**src/rtl/sram_seq.sv**
```systemverilog
module sram_seq #(
  parameter int ADDR_W   = 18,
  parameter int DATA_W   = 16,
  parameter int T_SETUP  = 2,
  parameter int T_TURN   = 1,
  parameter int T_PULSE  = 3,
  parameter int T_HOLD   = 1,
  parameter int T_RECOV  = 2,
  parameter int T_ACCESS = 3
) (
  input  logic              clk,
  input  logic              rst,
  input  logic              req_valid,
  output logic              req_ready,
  input  logic              req_write,
  input  logic [ADDR_W-1:0] req_addr,
  input  logic [DATA_W-1:0] req_wdata,
  input  logic [1:0]        req_mask,
  output logic              rd_valid,
  output logic [DATA_W-1:0] rd_data,
  output logic [ADDR_W-1:0] mem_addr,
  output logic              mem_ce_n,
  output logic              mem_we_n,
  output logic              mem_oe_n,
  output logic              mem_lb_n,
  output logic              mem_ub_n,
  output logic [DATA_W-1:0] mem_dq_out,
  output logic              mem_dq_oe,
  input  logic [DATA_W-1:0] mem_dq_in
);

  localparam int CW = $clog2(T_SETUP + T_TURN + T_PULSE + T_HOLD + T_RECOV + T_ACCESS + 1);

  typedef enum logic [2:0] {
    S_IDLE, S_GAP, S_SETUP, S_TURN, S_PULSE, S_HOLD, S_RECOV, S_RACC
  } st_t;

  st_t               st;
  logic [CW-1:0]     cnt;
  logic              lat_wr;
  logic [1:0]        lat_mask;
  logic [DATA_W-1:0] wdata_q;

  initial begin
    assert (T_SETUP >= 1 && T_TURN >= 1 && T_PULSE >= 1 && T_HOLD >= 1 &&
            T_RECOV >= 1 && T_ACCESS >= 1 && DATA_W >= 2);
  end

  assign req_ready  = (st == S_IDLE) && !rst;
  assign mem_dq_out = wdata_q;

  wire       accept   = req_ready && req_valid;
  wire       need_gap = !mem_ce_n && (req_write != lat_wr) && (req_addr == mem_addr);
  wire       launch   = (accept && !need_gap) || (st == S_GAP);
  wire       go_wr    = (st == S_GAP) ? lat_wr   : req_write;
  wire [1:0] go_mask  = (st == S_GAP) ? lat_mask : req_mask;
  wire       cnt_zero = (cnt == '0);

  always_ff @(posedge clk) begin
    if (rst) begin
      st        <= S_IDLE;
      cnt       <= '0;
      lat_wr    <= 1'b0;
      lat_mask  <= 2'b00;
      wdata_q   <= '0;
      mem_addr  <= '0;
      mem_ce_n  <= 1'b1;
      mem_we_n  <= 1'b1;
      mem_oe_n  <= 1'b1;
      mem_lb_n  <= 1'b1;
      mem_ub_n  <= 1'b1;
      mem_dq_oe <= 1'b0;
      rd_valid  <= 1'b0;
      rd_data   <= '0;
    end else begin
      rd_valid <= 1'b0;
      if (accept) begin
        lat_wr   <= req_write;
        lat_mask <= req_mask;
        mem_addr <= req_addr;
        wdata_q  <= req_wdata;
      end
      if (launch) begin
        st       <= go_wr ? S_SETUP : S_RACC;
        mem_ce_n <= 1'b0;
        mem_oe_n <= 1'b0;
        mem_we_n <= 1'b1;
        mem_lb_n <= go_wr ? !go_mask[0] : 1'b0;
        mem_ub_n <= go_wr ? !go_mask[1] : 1'b0;
        cnt      <= go_wr ? CW'(T_SETUP - 1) : CW'(T_ACCESS - 1);
      end else begin
        case (st)
          S_IDLE: begin
            mem_ce_n <= 1'b1;
            mem_oe_n <= 1'b1;
            mem_lb_n <= 1'b1;
            mem_ub_n <= 1'b1;
            if (accept) st <= S_GAP;
          end
          S_SETUP:
            if (cnt_zero) begin
              st       <= S_TURN;
              mem_we_n <= 1'b0;
              cnt      <= CW'(T_TURN - 1);
            end else cnt <= cnt - 1'b1;
          S_TURN:
            if (cnt_zero) begin
              st        <= S_PULSE;
              mem_dq_oe <= 1'b1;
              cnt       <= CW'(T_PULSE - 1);
            end else cnt <= cnt - 1'b1;
          S_PULSE:
            if (cnt_zero) begin
              st       <= S_HOLD;
              mem_we_n <= 1'b1;
              cnt      <= CW'(T_HOLD - 1);
            end else cnt <= cnt - 1'b1;
          S_HOLD:
            if (cnt_zero) begin
              st        <= S_RECOV;
              mem_dq_oe <= 1'b0;
              mem_lb_n  <= 1'b1;
              mem_ub_n  <= 1'b1;
              cnt       <= CW'(T_RECOV - 1);
            end else cnt <= cnt - 1'b1;
          S_RACC:
            if (cnt_zero) begin
              st       <= S_RECOV;
              rd_data  <= mem_dq_in;
              rd_valid <= 1'b1;
              mem_lb_n <= 1'b1;
              mem_ub_n <= 1'b1;
              cnt      <= CW'(T_TURN - 1);
            end else cnt <= cnt - 1'b1;
          S_RECOV:
            if (cnt_zero) st <= S_IDLE;
            else cnt <= cnt - 1'b1;
          default: st <= S_IDLE;
        endcase
      end
    end
  end

  p_addr_we_high_r5: assert property (@(posedge clk) disable iff (rst)
    (mem_addr != $past(mem_addr)) |-> (mem_we_n && $past(mem_we_n)));

  p_ce_before_we_r11: assert property (@(posedge clk) disable iff (rst)
    !mem_we_n |-> !mem_ce_n);

  p_drive_after_we_r3: assert property (@(posedge clk) disable iff (rst)
    $rose(mem_dq_oe) |-> (!mem_we_n && !$past(mem_we_n)));

  p_no_drive_at_we_fall_r3: assert property (@(posedge clk) disable iff (rst)
    $fell(mem_we_n) |-> !mem_dq_oe);

  p_valid_pulse_r7: assert property (@(posedge clk) disable iff (rst)
    rd_valid |=> !rd_valid);

  p_ready_quiet_r9: assert property (@(posedge clk) disable iff (rst)
    req_ready |-> (mem_we_n && !mem_dq_oe));

  p_gap_ce_high_r8: assert property (@(posedge clk) disable iff (rst)
    (req_ready && req_valid && !mem_ce_n && (req_write != lat_wr) && (req_addr == mem_addr))
      |=> (mem_ce_n && mem_oe_n));

endmodule

```
**config.mk**
```make
export PLATFORM = sky130hd
export DESIGN_NAME = sram_seq
export DESIGN_NICKNAME = d
export VERILOG_FILES = /design/src/rtl/sram_seq.sv
export SDC_FILE = /design/constraint.sdc
export NUM_CORES = 1
export LEC_CHECK = 0
export BUFFER_PORTS_ARGS = -buffer_cell sky130_fd_sc_hd__buf_2
export CELL_PAD_IN_SITES_DETAIL_PLACEMENT = 1
export CELL_PAD_IN_SITES_GLOBAL_PLACEMENT = 1
export CORE_MARGIN = 5
export CORE_UTILIZATION = 36
export DETAILED_ROUTE_END_ITERATION = 7
export GPL_TIMING_DRIVEN = 1
export PLACE_DENSITY_LB_ADDON = 0.1
export RECOVER_POWER = 25
export SLEW_MARGIN = 30
export SYNTH_ARGS = -nofsm -noshare
export SYNTH_HDL_FRONTEND = slang
export SYNTH_SLANG_ARGS = --single-unit
export TNS_END_PERCENT = 100
```
**constraint.sdc**
```tcl
create_clock -name clk -period 5.05 [get_ports clk]
set_clock_uncertainty 0.2 [all_clocks]
set_input_delay 1.01 -clock clk [delete_from_list [all_inputs] [get_ports clk]]
set_output_delay 1.01 -clock clk [all_outputs]
set_load 0.02 [all_outputs]
```
Word-level counts from Yosys, hierarchy flattened --
Cells that the tools add are included.
Word-level totals: register bits after elaboration 66, bits of input ports 56, output and inout bits 58, word-level logic and storage cells 94
Operators by class: $add $sub $neg 1, equality and inequality tests 20, mux-type cells 30, bitwise operators 2, reduce and logical (&&, ||, !) cells 28
Operators by type and width (number):
- $mux 3 | 8
- $mux 4 | 5
- $eq 18x18->1 | 1
- $ne 3x3->1 const B | 6
- $pmux 3 s6 | 1
- $pmux 4 s4 | 1
- $eq 3x3->1 const B | 4
- $mux 1 | 10
- $ne 2x2->1 const B | 4
- $eq 3x2->1 const B | 2
- $pmux 1 s2 | 3
- $reduce_and 3->1 | 2
- $reduce_and 6->1 | 1
- $reduce_bool 2->1 | 3
- $reduce_or 3->1 | 2
- $logic_and 1x1->1 | 5
- $logic_not 1->1 | 5
- $reduce_bool 5->1 | 1
- $logic_not 4->1 | 1
- $mux 2 | 2
- $reduce_and 2->1 | 2
- $reduce_and 4->1 | 1
- $reduce_or 2->1 | 2
- $sub 4x1->4 const B | 1
- other kinds (7) | 8

Depth between registers and ports, before layout --
depth after elaboration 8, depth in mapped cells 8, depth with buffers taken out 8

Worst setup path before layout --
No wires, ideal clock.
path type input-to-reg, from input port req_addr[9], to register mem_we_n, library setup time 0.134 ns, data arrival time 2.187 ns, required time 4.716 ns, slack 2.529 ns, stages 5, buffers on the path 0, cells stage by stage xnor2_1 -> nand4_1 -> nor4_4 -> a21oi_4 -> or4_1
Between the ends: word-level cells in the longest chain between the ends 6
Ends and longest elaborated chain:
- from (decl) | RTL line 16 | input logic [ADDR_W-1:0] req_addr,
- $eq 18x18->1 | RTL line 53 | wire need_gap = !mem_ce_n && (req_write != lat_wr) && (req_addr == mem_addr);
- $logic_and 1x1->1 | RTL line 53
- $logic_not 1->1 | RTL line 54 | wire launch = (accept && !need_gap) || (st == S_GAP);
- $logic_and 1x1->1 | RTL line 54
- $logic_or 1x1->1 | RTL line 54
- $reduce_or 2->1 (no source line)
- to (signal assigned) | RTL line 68 | mem_we_n <= 1'b1;
- to (signal assigned) | RTL line 87 | mem_we_n <= 1'b1;
- to (signal assigned) | RTL line 103 | mem_we_n <= 1'b0;
- to (decl) | RTL line 23 | output logic mem_we_n,
No other way between the ends. A chain may end at the register's enable or synchronous reset.

Final worst setup path --
from input port rst, to output port req_ready
Between the ends: word-level cells in the longest chain between the ends 2
Ends and longest elaborated chain:
- from (decl) | RTL line 12 | input logic rst,
- $logic_not 1->1 | RTL line 49 | assign req_ready = (st == S_IDLE) && !rst;
- $logic_and 1x1->1 | RTL line 49
- to (decl) | RTL line 14 | output logic req_ready,
No other way between the ends.

==> flow_summary.ini <==
[power_and_ir_drop]
leakage_nw = 1.61
netSwitchingFraction = 0.408
intPower_mw = 1.09
power_density_mw_per_mm2 = 509
seq_power_share = 0.402
p_clk_frac = 0.239
p_comb_frac = 0.359
p_switching_mw = 0.751
ir_drop_v = 0.000193

[final_layout]
post_route_cells_drive_above_1_share = 0.236
utilization = 0.468
design_area_mm2 = 0.00362
n_antenna_cell = 0
areaGrowthSynthToFinish_pct = 26.5
nets = 524
fillerInstances = 1005

[timing]
hold_viol = 0
setup_viol = 0
worst-slew-pin-transition_ps = 880
slew_headroom = 0.412
slew_violations = 0
finalSetupTns_ps = 0
period_needed_ps = 3010
setup_ws_ps = 2040
fmax_ghz = 0.333
worst_hold_slack_ps = 254
grt_setup_unrepaired = false
post-route-period-util = 0.595

[logic_synthesis]
avgSynthCellArea_um2 = 7.90
yosys-mux-area-fraction = 0
synth_cell_types = 45
yosysSeqAreaShare = 0.462
synth_flop_cell = dfxtp_1
ys_ff_latch = 66
synth_nets = 420
yosys.area_share.simple = 0.318
synth_top_family_by_area = simple AND/OR/NAND/NOR gates
synth_compound_area_frac = 0.110
synth_area_mm2 = 0.00286
ys_warn_count = 0
synth_edf_count = 0
async_flop_share = 0
synth-xor-area-share = 0.0582
syn_inst = 362
synthAdderAreaFrac = 0.00875

[min_path]
min_path_type = register to register
whs_path_depth = 2

[drt]
dr.pass1.iters = 4
post-route-drc-count = 0
postRouteAntennaNets = 0
vias = 2835
routedWlPerCell_um = 14.8
routed_wl_mm = 8.47
drtIter0Drc = 31
post_drt_via_cell_ratio = 4.95

[floorplanning]
dieWidth_um = 99.2
initial_utilization = 0.370
die_area_mm2 = 0.00983
core_mm2 = 0.00773
rows = 32
fp.dieH_um = 99.2
num_io_pins = 114

[placement]
finalWeightedCongestion = 0.821
port_buffers = 113
pre_cts_ws_ps = 1730
placed_area_mm2 = 0.00347
dp_hpwl_mm = 6.20

[critical_path]
path_max_fanout = 31
crit_required_ps = 3840
reg2regPathDepth = 6
crit_chain = buf_2, nor3_4, buf_2
critical_path_arrival_ps = 1800
worstSetupPathType = input port to primary output
worstPathBufferInverterCount = 2
crit_top_cell = buf_2
worst_path_max_delay_cell = buf_2
end_kind = primary output
cpPeakStageDelay_ps = 300
cp.depth = 3
critPathLaunchType = input port
cp_top_family = buffers and inverters

[clock_network]
cts.repair.resized = 0
hold_buffers = 0
clock-sinks = 66
clockBufferDepth = 2
cts_root_buf = clkbuf_8
tritoncts.num_buffers = 9
post-cts-setup-buffers = 0
cts.clk_slew.worst_paths_ps = 70
clock_latency_ps = 340
cts_tree = built
htreeDepth = 3

[global_routing]
grt-ovfl-total = 0
use_met1 = 0.196
grt_use_met3 = 0.0645
gr-usage-met2 = 0.294
grt_start_max_net_pins = 39
grt_usage = 0.171
grt_antenna_before_repair = 0
globalRoute.busiestLayer = met2
grt_pass1_wl_mm = 13.7
grt_pass1_vias = 2883

[outcome]
status = complete, no violations

[run]
drv_cap = 0
worst paths after layout:
| path | start | slack (ps) | to |
|---|---|---|---|
| setup reg to reg | cnt[0]$_SDFFE_PP0P_ | 2290 | rd_data[3]$_SDFFE_PP0P_ |
| hold reg to reg | mem_dq_out[11]$_SDFFE_PP0P_ | 250 | mem_dq_out[11]$_SDFFE_PP0P_ |
| setup / recovery | rst | 2040 | req_ready |
| hold / removal | mem_dq_out[11]$_SDFFE_PP0P_ | 250 | mem_dq_out[11]$_SDFFE_PP0P_ |
power by group through the flow:
stage	sequential, mW	clock, mW	combinational [mW]
2_1_floorplan	0.801	0	0.418
3_3_place_gp	0.746	0	0.665
6_report	0.739	0.440	0.661
4_1_cts	0.739	0.453	0.682
3_5_place_dp	0.749	0	0.679
5_1_grt	0.755	0.483	0.728
flip-flops by register name (all words and copies together), names as in the netlist, named ones only:
name	cells
mem_oe_n	1
cnt	4
mem_we_n	1
rd_data	16
mem_dq_oe	1
mem_addr	18
rd_valid	1
mem_lb_n	1
mem_dq_out	16
lat_wr	1
mem_ub_n	1
lat_mask	2
st	2
tightest hold or removal path, cell delays in order (launching register included):
cell and delay, ps:
dfxtp_1 310, nand3_1 60, nand2_1 50
cells in the final DEF (no fill, tap or decap), drive strengths merged, types with 4 or more instances in the layout:
cell type	count
nor2	14
clkbuf	39
dfxtp	66
and3	4
nor3	5
nand3	37
o21ai	11
nor4	4
a21oi	25
nand4	5
xnor2	17
inv	7
nand2	117
buf	85
per-stage QoR:
step	total power [mW]	std cells
after floorplan	1.22	362
after global placement	1.41	557
after detailed placement	1.43	557
after CTS	1.87	573
after global routing	1.97	573
final	1.84	573
final cells by class:
cell class,count,area (um^2),area share
multi-input combinational,268,1410,0.390
sequential,66,1320,0.365
timing repair buffer,115,543,0.150
clock buffer,9,124,0.0342
clock inverter,7,68.8,0.0190
inverter,6,22.5,0.00622
tap,102,128,0.0353
Yosys cell counts (2+ instances only):
cell type	number	area share
nor2_1	13	0.017
nor3_1	3	0.0052
a21oi_1	24	0.042
xnor2_1	17	0.052
nand4_1	5	0.011
o31ai_1	2	0.0052
clkbuf_1	11	0.014
buf_1	3	0.0039
nand3_1	37	0.065
a31oi_1	2	0.0044
o21ai_0	11	0.019
buf_2	6	0.010
and3_1	4	0.0087
nand2b_1	3	0.0066
xor2_1	2	0.0061
ha_1	2	0.0087
nor3_4	2	0.011
nor4_1	2	0.0044
dfxtp_1	66	0.46
inv_1	6	0.0079
nand2_1	116	0.15
a21boi_0	2	0.0052
metal layers:
metal	vias up	wire length (um)
met3	9	562
met1	1341	3540
met5	-	0
met4	0	136
li1	1417	-
met2	68	4230
cells by family (layout without fill, tap and decap cells):
| kind of cell | after synthesis | after routing |
|---|---|---|
| simple gates | 196 | 196 |
| compound gates | 51 | 51 |
| flops | 66 | 66 |
| buf+inv | 28 | 137 |
| fa+ha+maj | 2 | 2 |
| xor+xnor | 19 | 19 |
(Power assumes the default switching activity.)
